<file path="src/rtl/chain_dir_pkg.sv">
package chain_dir_pkg;
    typedef enum logic [0:0] {
        ST_IDLE = 1'b0,
        ST_WALK = 1'b1
    } dir_state_e;
endpackage

</file>
<file path="src/rtl/chain_dir_arb.sv">
module chain_dir_arb #(
    parameter int N = 4
) (
    input  logic [N-1:0] req,
    output logic [N-1:0] gnt
);
    logic [N-1:0] blocked;

    assign blocked[0] = 1'b0;
    generate
        for (genvar i = 1; i < N; i++) begin : g_prefix
            assign blocked[i] = blocked[i-1] | req[i-1];
        end
    endgenerate

    assign gnt = req & ~blocked;
endmodule

</file>
<file path="src/rtl/chain_dir_links.sv">
module chain_dir_links #(
    parameter int NPROC  = 4,
    parameter int NLINES = 8,
    parameter int PW     = 2,
    parameter int LNW    = 3,
    parameter int LW     = 3
) (
    input  logic           clk,
    input  logic           rst_n,
    input  logic [PW-1:0]  rd_port,
    input  logic [LNW-1:0] rd_line,
    output logic           rd_vld,
    output logic [LW-1:0]  rd_nxt,
    input  logic [PW-1:0]  wk_port,
    input  logic [LNW-1:0] wk_line,
    output logic [LW-1:0]  wk_nxt,
    input  logic           set_en,
    input  logic [PW-1:0]  set_port,
    input  logic [LNW-1:0] set_line,
    input  logic [LW-1:0]  set_nxt,
    input  logic           clr_en,
    input  logic [PW-1:0]  clr_port,
    input  logic [LNW-1:0] clr_line
);
    logic          vld_q [NPROC][NLINES];
    logic [LW-1:0] nxt_q [NPROC][NLINES];

    always_ff @(posedge clk) begin
        if (!rst_n) begin
            for (int p = 0; p < NPROC; p++) begin
                for (int l = 0; l < NLINES; l++) begin
                    vld_q[p][l] <= 1'b0;
                    nxt_q[p][l] <= LW'(NPROC);
                end
            end
        end else begin
            if (clr_en) vld_q[clr_port][clr_line] <= 1'b0;
            if (set_en) begin
                vld_q[set_port][set_line] <= 1'b1;
                nxt_q[set_port][set_line] <= set_nxt;
            end
        end
    end

    assign rd_vld = vld_q[rd_port][rd_line];
    assign rd_nxt = nxt_q[rd_port][rd_line];
    assign wk_nxt = nxt_q[wk_port][wk_line];

    AST_HOP_ON_SHARER: assert property (@(posedge clk) disable iff (!rst_n)
        clr_en |-> vld_q[clr_port][clr_line]);
endmodule

</file>
<file path="src/rtl/chain_dir_dirmem.sv">
module chain_dir_dirmem #(
    parameter int NLINES = 8,
    parameter int DW     = 16,
    parameter int PW     = 2,
    parameter int LNW    = 3
) (
    input  logic           clk,
    input  logic           rst_n,
    input  logic [LNW-1:0] rd_line,
    output logic [PW-1:0]  head,
    output logic           head_vld,
    output logic [DW-1:0]  data,
    input  logic           upd_en,
    input  logic [LNW-1:0] upd_line,
    input  logic [PW-1:0]  upd_head,
    input  logic           upd_dirty,
    input  logic           wr_en,
    input  logic [DW-1:0]  wr_data
);
    logic [PW-1:0] head_q  [NLINES];
    logic          hvld_q  [NLINES];
    logic          dirty_q [NLINES];
    logic [DW-1:0] mem_q   [NLINES];

    always_ff @(posedge clk) begin
        if (!rst_n) begin
            for (int l = 0; l < NLINES; l++) begin
                head_q[l]  <= '0;
                hvld_q[l]  <= 1'b0;
                dirty_q[l] <= 1'b0;
                mem_q[l]   <= '0;
            end
        end else begin
            if (upd_en) begin
                head_q[upd_line]  <= upd_head;
                hvld_q[upd_line]  <= 1'b1;
                dirty_q[upd_line] <= upd_dirty;
            end
            if (wr_en) mem_q[upd_line] <= wr_data;
        end
    end

    assign head     = head_q[rd_line];
    assign head_vld = hvld_q[rd_line];
    assign data     = mem_q[rd_line];

    AST_WRITE_MARKS_DIRTY: assert property (@(posedge clk) disable iff (!rst_n)
        wr_en |=> (dirty_q[$past(upd_line)] && hvld_q[$past(upd_line)]));
endmodule

</file>
<file path="src/rtl/chain_dir_ctrl.sv">
module chain_dir_ctrl
    import chain_dir_pkg::*;
#(
    parameter int NPROC  = 4,
    parameter int NLINES = 8,
    parameter int DW     = 16,
    localparam int PW    = (NPROC > 1) ? $clog2(NPROC) : 1,
    localparam int LW    = $clog2(NPROC + 1),
    localparam int LNW   = (NLINES > 1) ? $clog2(NLINES) : 1
) (
    input  logic                  clk,
    input  logic                  rst_n,
    input  logic [NPROC-1:0]      req_valid,
    input  logic [NPROC-1:0]      req_write,
    input  logic [NPROC*LNW-1:0]  req_line,
    input  logic [NPROC*DW-1:0]   req_wdata,
    output logic [NPROC-1:0]      req_ready,
    output logic                  rsp_valid,
    output logic                  rsp_write,
    output logic [PW-1:0]         rsp_port,
    output logic [DW-1:0]         rsp_data,
    output logic [LW-1:0]         rsp_link,
    output logic                  inv_valid,
    output logic [PW-1:0]         inv_port
);
    localparam logic [LW-1:0] CT = LW'(NPROC);

    dir_state_e     state_q, state_d;
    logic [PW-1:0]  cur_q, cur_d;
    logic [PW-1:0]  w_port_q, w_port_d;
    logic [LNW-1:0] w_line_q, w_line_d;
    logic [DW-1:0]  w_data_q, w_data_d;

    logic [NPROC-1:0] gnt;
    logic           accept;
    logic [PW-1:0]  sel_idx;
    logic [LNW-1:0] sel_line;
    logic [DW-1:0]  sel_wdata;
    logic           sel_write;

    logic [LNW-1:0] mem_line;
    logic [PW-1:0]  head;
    logic           head_vld;
    logic [DW-1:0]  mem_data;
    logic           rd_vld;
    logic [LW-1:0]  rd_nxt;
    logic [LW-1:0]  wk_nxt;

    logic           set_en, clr_en, upd_en, upd_dirty, wr_en;
    logic [PW-1:0]  set_port, clr_port, upd_head;
    logic [LNW-1:0] set_line, clr_line, upd_line;
    logic [LW-1:0]  set_nxt;
    logic [DW-1:0]  wr_data;

    logic           rs_en, rs_write;
    logic [PW-1:0]  rs_port;
    logic [DW-1:0]  rs_data;
    logic [LW-1:0]  rs_link;

    chain_dir_arb #(.N(NPROC)) u_arb (.req(req_valid), .gnt(gnt));

    assign req_ready = (state_q == ST_IDLE) ? gnt : '0;
    assign accept    = (state_q == ST_IDLE) && (|req_valid);

    always_comb begin
        sel_idx = '0;
        for (int i = 0; i < NPROC; i++) begin
            if (gnt[i]) sel_idx = PW'(i);
        end
    end

    assign sel_line  = req_line[sel_idx*LNW +: LNW];
    assign sel_wdata = req_wdata[sel_idx*DW +: DW];
    assign sel_write = req_write[sel_idx];

    chain_dir_dirmem #(.NLINES(NLINES), .DW(DW), .PW(PW), .LNW(LNW)) u_dir (
        .clk(clk), .rst_n(rst_n), .rd_line(mem_line),
        .head(head), .head_vld(head_vld), .data(mem_data),
        .upd_en(upd_en), .upd_line(upd_line), .upd_head(upd_head),
        .upd_dirty(upd_dirty), .wr_en(wr_en), .wr_data(wr_data)
    );

    chain_dir_links #(.NPROC(NPROC), .NLINES(NLINES), .PW(PW), .LNW(LNW), .LW(LW)) u_links (
        .clk(clk), .rst_n(rst_n),
        .rd_port(sel_idx), .rd_line(sel_line), .rd_vld(rd_vld), .rd_nxt(rd_nxt),
        .wk_port(cur_q), .wk_line(w_line_q), .wk_nxt(wk_nxt),
        .set_en(set_en), .set_port(set_port), .set_line(set_line), .set_nxt(set_nxt),
        .clr_en(clr_en), .clr_port(clr_port), .clr_line(clr_line)
    );

    // Next state and per-cycle control
    always_comb begin
        state_d  = state_q;
        cur_d    = cur_q;
        w_port_d = w_port_q;
        w_line_d = w_line_q;
        w_data_d = w_data_q;
        mem_line = sel_line;
        set_en   = 1'b0;  set_port = sel_idx;  set_line = sel_line;  set_nxt = CT;
        clr_en   = 1'b0;  clr_port = cur_q;    clr_line = w_line_q;
        upd_en   = 1'b0;  upd_line = sel_line; upd_head = sel_idx;   upd_dirty = 1'b0;
        wr_en    = 1'b0;  wr_data  = sel_wdata;
        rs_en    = 1'b0;  rs_write = 1'b0;     rs_port  = sel_idx;
        rs_data  = mem_data;
        rs_link  = CT;
        unique case (state_q)
            ST_IDLE: begin
                if (accept && !sel_write) begin
                    rs_en = 1'b1;
                    if (rd_vld) begin
                        rs_link = rd_nxt;
                    end else begin
                        rs_link = head_vld ? LW'(head) : CT;
                        set_en  = 1'b1;
                        set_nxt = rs_link;
                        upd_en  = 1'b1;
                    end
                end else if (accept && !head_vld) begin
                    set_en    = 1'b1;
                    upd_en    = 1'b1;
                    upd_dirty = 1'b1;
                    wr_en     = 1'b1;
                    rs_en     = 1'b1;
                    rs_write  = 1'b1;
                    rs_data   = sel_wdata;
                end else if (accept) begin
                    w_port_d = sel_idx;
                    w_line_d = sel_line;
                    w_data_d = sel_wdata;
                    cur_d    = head;
                    state_d  = ST_WALK;
                end
            end
            ST_WALK: begin
                mem_line = w_line_q;
                clr_en   = 1'b1;
                if (wk_nxt == CT) begin
                    set_en    = 1'b1;
                    set_port  = w_port_q;
                    set_line  = w_line_q;
                    upd_en    = 1'b1;
                    upd_line  = w_line_q;
                    upd_head  = w_port_q;
                    upd_dirty = 1'b1;
                    wr_en     = 1'b1;
                    wr_data   = w_data_q;
                    rs_en     = 1'b1;
                    rs_write  = 1'b1;
                    rs_port   = w_port_q;
                    rs_data   = w_data_q;
                    state_d   = ST_IDLE;
                end else begin
                    cur_d = wk_nxt[PW-1:0];
                end
            end
            default: state_d = ST_IDLE;
        endcase
    end

    // State register
    always_ff @(posedge clk) begin
        if (!rst_n) begin
            state_q  <= ST_IDLE;
            cur_q    <= '0;
            w_port_q <= '0;
            w_line_q <= '0;
            w_data_q <= '0;
        end else begin
            state_q  <= state_d;
            cur_q    <= cur_d;
            w_port_q <= w_port_d;
            w_line_q <= w_line_d;
            w_data_q <= w_data_d;
        end
    end

    // Registered outputs
    always_ff @(posedge clk) begin
        if (!rst_n) begin
            rsp_valid <= 1'b0;
            rsp_write <= 1'b0;
            rsp_port  <= '0;
            rsp_data  <= '0;
            rsp_link  <= CT;
        end else begin
            rsp_valid <= rs_en;
            rsp_write <= rs_write;
            rsp_port  <= rs_port;
            rsp_data  <= rs_data;
            rsp_link  <= rs_link;
        end
    end

    assign inv_valid = (state_q == ST_WALK);
    assign inv_port  = cur_q;

    AST_READY_ONEHOT: assert property (@(posedge clk) disable iff (!rst_n)
        $onehot0(req_ready));
    AST_STALL_IN_WALK: assert property (@(posedge clk) disable iff (!rst_n)
        inv_valid |-> (req_ready == '0));
    AST_GRANT_ENDS_WALK: assert property (@(posedge clk) disable iff (!rst_n)
        $fell(inv_valid) |-> (rsp_valid && rsp_write));
    AST_GRANT_TERMINATES: assert property (@(posedge clk) disable iff (!rst_n)
        (rsp_valid && rsp_write) |-> (rsp_link == CT));
endmodule

</file>
<file path="config.mk">
export PLATFORM = sky130hd
export DESIGN_NAME = chain_dir_ctrl
export DESIGN_NICKNAME = d
export VERILOG_FILES = /design/src/rtl/chain_dir_pkg.sv /design/src/rtl/chain_dir_arb.sv /design/src/rtl/chain_dir_links.sv /design/src/rtl/chain_dir_dirmem.sv /design/src/rtl/chain_dir_ctrl.sv
export SDC_FILE = /design/constraint.sdc
export NUM_CORES = 1
export LEC_CHECK = 0
export ABC_CLOCK_PERIOD_IN_PS = 6970
export CORE_MARGIN = 2
export CORE_UTILIZATION = 30
export DETAILED_ROUTE_END_ITERATION = 16
export HOLD_SLACK_MARGIN = 0.03
export RECOVER_POWER = 100
export SYNTH_ARGS = -nofsm -noshare
export SYNTH_HDL_FRONTEND = slang
export SYNTH_SLANG_ARGS = --single-unit
</file>
<file path="constraint.sdc">
create_clock -name clk -period 6.97 [get_ports clk]
set_input_delay 1.394 -clock clk [delete_from_list [all_inputs] [get_ports clk]]
set_output_delay 1.394 -clock clk [all_outputs]
set_load 0.1 [all_outputs]
</file>
==> results of run 1 <==
## final cells by class
class,count,area (µm²)
clock buffers,57,1100
clock inverters,11,104
fillers,5586,35500
inverters,20,75.1
multi-input cells,1174,7150
flip-flops and latches,329,8990
well taps,748,936
repair buffers,162,1460
## power by group
part,total [mW],leakage (nW),switching [mW],internal (mW)
clock network,1.94,0.586,0.836,1.10
logic,1.52,3.01,1.09,0.425
registers,2.32,3.09,0.0864,2.23
## worst max-delay path, cell delays in order
cell	delay, ns
clkdlybuf4s50_1	0.46
buf_4	0.24
nor3b_1	0.07
o21ai_0	0.82
a22o_1	0.30
buf_4	0.38
a2111oi_0	0.20
nor4_2	0.53
nand2b_1	0.25
buf_4	0.34
o21ai_0	0.28
nand2_1	0.27
clkbuf_1	0.74
nor2_1	0.11
## sequential cells by signal, indices dropped and copies added (netlist names), named ones only
signal / cells
inv_port: 2
rsp_data: 16
u_links.nxt_q: 96
rsp_write: 1
u_dir.mem_q: 128
u_dir.head_q: 16
rsp_port: 2
rsp_link: 3
w_data_q: 16
w_port_q: 2
u_dir.hvld_q: 8
clr_line: 3
u_links.vld_q: 32
rsp_valid: 1
inv_valid: 1
## Yosys cell counts, drive strengths merged, types with 6 or more instances
cell type / count / area (µm²)
nand3b: 17 / 128
a31oi: 22 / 138
o21ai: 132 / 664
nand2b: 15 / 93.8
nor2: 157 / 589
buf: 57 / 298
o21a: 22 / 165
a21oi: 26 / 130
mux2i: 86 / 865
nor2b: 35 / 221
nand4: 13 / 81.3
edfxtp: 240 / 7210
nand2: 240 / 911
nand3: 50 / 250
inv: 20 / 75.1
o221ai: 56 / 490
nor3: 70 / 350
a311oi: 20 / 175
nor4: 18 / 119
clkbuf: 97 / 365
and3: 25 / 156
dfxtp: 89 / 1780
and2: 31 / 194
nor3b: 6 / 45.0
or3b: 9 / 78.8
o211ai: 56 / 420
mux4: 18 / 405
## how the worst min path moves through the flow
stage,startpoint,to,cells after the start
floorplan,u_dir.hvld_q[1],u_dir.hvld_q[1],2
global placement,u_dir.hvld_q[0],u_dir.hvld_q[0],2
detailed placement,u_dir.hvld_q[0],u_dir.hvld_q[0],2
CTS,u_dir.hvld_q[1],u_dir.hvld_q[1],2
global route,u_dir.hvld_q[0],u_dir.hvld_q[0],2
finish,u_dir.hvld_q[1],u_dir.hvld_q[1],2
## metal layers
layer,up-vias,routed length (µm),GRT usage [%]
li1,6311,-,-
met1,6805,23500,25.4
met2,738,24000,28.4
met3,92,5130,3.90
met4,4,1420,5.82
met5,-,23,0
## kinds of logic after synthesis
family | after synthesis | share of synthesized area, %
AND/OR/NAND/NOR | 696 | 19.5
AO/OA/AOI/OAI | 372 | 15.1
flip-flops | 329 | 53.3
buffers and inverters | 174 | 4.38
multiplexers | 106 | 7.67
## metrics by stage
step,std cells,util [%],power (mW),hold slack [ns]
global placement,2433,33.8,3.87,0.441
global route,2501,35.8,6.00,0.490
finish,2501,35.8,5.78,0.455
detailed placement,2433,33.8,3.89,0.447
floorplan,1677,-,3.39,0.421
CTS,2501,35.9,5.83,0.461
==> flow_summary.json, run 1 <==
{
  "outcome": "complete, but fails checks",
  "violations": "max-capacitance violations, max-slew violations",
  "die_width_um": 241,
  "antenna_left": 0,
  "max_slew_margin_pct": -28.5,
  "synth.yosys.seq_area_share_pct": 53.3,
  "maxSlewViolCount": 44,
  "ioPinCount": 116,
  "worst_skew_pair.late_latency_ns": 0.58,
  "die_y_um": 241,
  "ys_types": 65,
  "drc": 0,
  "via_per_inst": 5.58,
  "crit_start": "req_valid[2]",
  "cts_buffers": 39,
  "crit_path_start_kind": "primary input",
  "root_buffer": "clkbuf_16",
  "wl_per_cell_um": 21.6,
  "layout.nets": 1812,
  "syn_area_um2": 16900,
  "initial_core_util_pct": 30.5,
  "dr.first_iter.drc_count": 1474,
  "cts_resized": 0,
  "place_area_um2": 18700,
  "crit_end": "u_dir.mem_q[5][1]",
  "vias": 14000,
  "setup_tns_ns": 0,
  "grt_max_degree": 84,
  "critPathCaptureType": "flip-flop",
  "fin_ws_ns": 0.840,
  "final_cell_mix": "edfxtp_1, nand2_1, nor2_1",
  "r2r_slack_ns": 1.14,
  "grt_pass1_vias": 13300,
  "cts.clk_slew.worst_paths_ns": 0.05,
  "path_class": "in2reg",
  "synth_edf_count": 240,
  "rows": 86,
  "syn_avg_cell_area_um2": 10.1,
  "grt_pass1_wl_um": 80900,
  "cts_tree": "done",
  "postCtsHoldBufs": 0,
  "power.ir.vdd_worst_mv": 0.157,
  "fp.coreArea_um2": 55300,
  "powerDensity_nw_per_um2": 292,
  "hold_path.class": "reg2reg",
  "arrival_ns": 6.41,
  "first_pass_iters": 5,
  "routed_wl_um": 54100,
  "final_common_cell": "edfxtp_1",
  "cp_data_required_time_ns": 7.25,
  "fin_crit_ns": 6.13,
  "ys_seq_elements": 329,
  "cts.path.max_buffers": 3,
  "place.gp.congestion": 0.880,
  "syn-num-nets": 1763,
  "portBuffers": 115,
  "hold_violations": 0,
  "grt-ovfl-total": 0,
  "postCtsSetupBuffers": 0,
  "diodes": 0,
  "ys.flop_type": "edfxtp_1",
  "stdcell_area_um2": 19800,
  "fin_skew_ns": 0.0298,
  "htreeDepth": 2,
  "maxCapViolations": 2,
  "dp_slack_ns": 0.620,
  "syn_inst": 1677,
  "worst-path-max-fanout": 37,
  "antenna_found_initial": 1,
  "cts_sinks": 329,
  "dpl.hpwl_um": 36000,
  "leakage_nw": 6.69,
  "r2r_end": "u_dir.mem_q[6][7]",
  "grt_use_total_pct": 18.3,
  "yosys_warnings": 0,
  "finalSetupViolations": 0,
  "finalCritPeriodShare_pct": 87.9,
  "tightest_slew_ns": 1.93,
  "dieArea_um2": 58100,
  "fmax_mhz": 163,
  "area_growth_pct": 17.5,
  "drive_gt1_share_pct": 7.76,
  "rsz0062_at_grt": "no",
  "ys_async_sr_fraction_pct": 0,
  "ff2ff_path_depth": 10
}
(Power assumes the default switching activity.)
==> run 2, diff against run 1 <==
--- a/config.mk
+++ b/config.mk
@@ -6,7 +6,6 @@
 export NUM_CORES = 1
 export LEC_CHECK = 0
 export ABC_CLOCK_PERIOD_IN_PS = 6970
-export CORE_MARGIN = 2
 export CORE_UTILIZATION = 30
 export DETAILED_ROUTE_END_ITERATION = 16
 export HOLD_SLACK_MARGIN = 0.03
==> run 2 against run 1 <==
  * The run still ends with max-capacitance violations, max-slew violations left
  * Die area shrank 1.7%
  * Worst setup slack lost 0.24 ns
  * Flip-flop and latch count is the same
  * Critical path type unchanged
  * Largest power group unchanged
  * Highest routed layer is now met4
==> flow_summary.json, run 2 (same netlist as run 1, synthesis figures left out) <==
{
  "maxSlewViolCount": 127,
  "crit_buf_inv": 4,
  "critPathTopFamily": "buffers and inverters",
  "die_width_um": 239,
  "leakage_nw": 6.73,
  "postCtsSetupBuffers": 0,
  "portBuffers": 115,
  "dieArea_um2": 57100,
  "path_class": "in2reg",
  "initial_core_util_pct": 30.5,
  "cts.path.max_buffers": 3,
  "htreeDepth": 2,
  "grt-ovfl-total": 0,
  "finalSetupViolations": 0,
  "antenna_left": 0,
  "slowest_stage": "clkbuf_1",
  "maxCapViolations": 4,
  "dr.first_iter.drc_count": 1604,
  "hold_end": "u_dir.hvld_q[2]",
  "powerDensity_nw_per_um2": 302,
  "critPathCaptureType": "flip-flop",
  "tightest_slew_ns": 2.52,
  "outcome": "complete, but fails checks",
  "cts_resized": 0,
  "finalCritPeriodShare_pct": 91.4,
  "drive_gt1_share_pct": 7.89,
  "wl_per_cell_um": 21.6,
  "cpPeakStageDelay_ns": 1.79,
  "largest-register": "u_dir.mem_q",
  "rows": 86,
  "arrival_ns": 6.79,
  "grt_use_total_pct": 18.7,
  "hold_depth": 2,
  "hold_path.class": "reg2reg",
  "cts_sinks": 329,
  "drc": 0,
  "routed_wl_um": 54000,
  "hold_violations": 0,
  "ioPinCount": 116,
  "r2r_slack_ns": 0.68,
  "grt_max_degree": 85,
  "ff2ff_path_depth": 11,
  "worst-path-max-fanout": 46,
  "multi_input_area_um2": 7150,
  "final_cell_mix": "edfxtp_1, nand2_1, nor2_1",
  "rsz0062_at_grt": "no",
  "vias": 14100,
  "cts.clk_slew.worst_paths_ns": 0.06,
  "layout.nets": 1805,
  "fin_skew_ns": 0.0339,
  "top_regs": "u_dir.mem_q: 128 flops, u_links.nxt_q: 96 flops, u_links.vld_q: 32 flops",
  "die_y_um": 239,
  "cp_data_required_time_ns": 7.39,
  "fmax_mhz": 157,
  "worst_skew_pair.late_latency_ns": 0.57,
  "fin_ws_ns": 0.597,
  "violations": "max-capacitance violations, max-slew violations",
  "r2r_end": "u_links.nxt_q[1][6]",
  "area_growth_pct": 18.2,
  "place.gp.congestion": 0.898,
  "grt_pass1_wl_um": 81800,
  "path_cells": "dlygate4sd3_1, nor2b_1, o21ai_4, clkbuf_1, buf_4, mux2i_1, o21ai_0, inv_1, o21a_1, nor2_1",
  "final_common_cell": "edfxtp_1",
  "max_slew_margin_pct": -69.5,
  "grt_pass1_vias": 13400,
  "register_area_um2": 8990,
  "power.ir.vdd_worst_mv": 0.166,
  "min_from": "u_dir.hvld_q[2]",
  "antenna_found_initial": 1,
  "cts_buffers": 38,
  "dpl.hpwl_um": 36000,
  "setup_tns_ns": 0,
  "fin_util_pct": 36.0,
  "fin_crit_ns": 6.37,
  "via_per_inst": 5.64,
  "postCtsHoldBufs": 0,
  "nFillCells": 5568,
  "dp_slack_ns": 0.624,
  "crit_path_start_kind": "primary input",
  "root_buffer": "clkbuf_16",
  "first_pass_iters": 6,
  "fp.coreArea_um2": 55300,
  "cts_tree": "done",
  "largest_reg_flops": 128
}
## run 2: cell types whose count changed in the layout (fill, tap and decap cells not counted), sizes merged
| cell | delta |
|---|---|
| bufinv | +7 |
| clkbuf | -7 |
| buf | -4 |
| clkinv | -2 |
| clkdlybuf4s50 | +1 |
| diode | +1 |
| dlygate4sd3 | -1 |
| inv | +1 |
## run 2: worst min-delay path, stage by stage, from the launching register on
cell,delay (ns)
dfxtp_1,0.32
nand2_1,0.04
o21ai_0,0.06
## run 2: cell type report
type	instances	share of cell area, %
diodes	1	0.0126
clock buffers	52	5.40
clock inverters	17	1.41
inverters	20	0.377
multi-input cells	1174	35.9
flip-flops and latches	329	45.1
well taps	748	4.70
repair buffers	156	7.11
## run 2: stage by stage
| step | area, µm² | total power [mW] | hold WS [ns] | std cells |
|---|---|---|---|---|
| after floorplan | 16900 | 3.39 | 0.421 | 1677 |
| after global placement | 18600 | 3.86 | 0.443 | 2427 |
| after detailed placement | 18600 | 3.87 | 0.449 | 2427 |
| after CTS | 20000 | 6.05 | 0.464 | 2496 |
| after global routing | 19900 | 6.22 | 0.483 | 2496 |
| final | 19900 | 6.02 | 0.456 | 2497 |
## run 2: where the power goes
part	leakage (nW)	total (mW)	internal, mW	switching [mW]
Clock	0.666	2.19	1.35	0.837
Sequential	3.09	2.33	2.23	0.0962
Combinational	2.98	1.50	0.421	1.08
## run 2: routing by layer
metal  track usage, %  vias to the layer above  wire (µm)
li1                 -                     6294          -
met1             26.4                     6942      23700
met2             28.6                      760      23700
met3             3.18                       98       4780
met4             6.80                        0       1830
met5                0                        -          0
## run 2: worst max-delay path by stage
stage                            start              endpoint  cells after the start
after floorplan           req_valid[1]     u_dir.mem_q[0][0]                     12
after global placement    req_valid[3]   u_links.nxt_q[3][5]                     12
after detailed placement  req_valid[3]  u_links.nxt_q[1][11]                     12
after CTS                 req_valid[3]  u_links.nxt_q[1][10]                     12
after global routing      req_valid[3]     u_dir.mem_q[7][0]                     10
final                     req_valid[3]     u_dir.mem_q[4][0]                     10
==> run 3, diff against run 2 <==
--- a/config.mk
+++ b/config.mk
@@ -10,6 +10,7 @@
 export DETAILED_ROUTE_END_ITERATION = 16
 export HOLD_SLACK_MARGIN = 0.03
 export RECOVER_POWER = 100
+export SKIP_CTS_REPAIR_TIMING = 1
 export SYNTH_ARGS = -nofsm -noshare
 export SYNTH_HDL_FRONTEND = slang
 export SYNTH_SLANG_ARGS = --single-unit
==> results of run 3 <==
The final DEF is identical to that of run 2; final timing and power are the same.
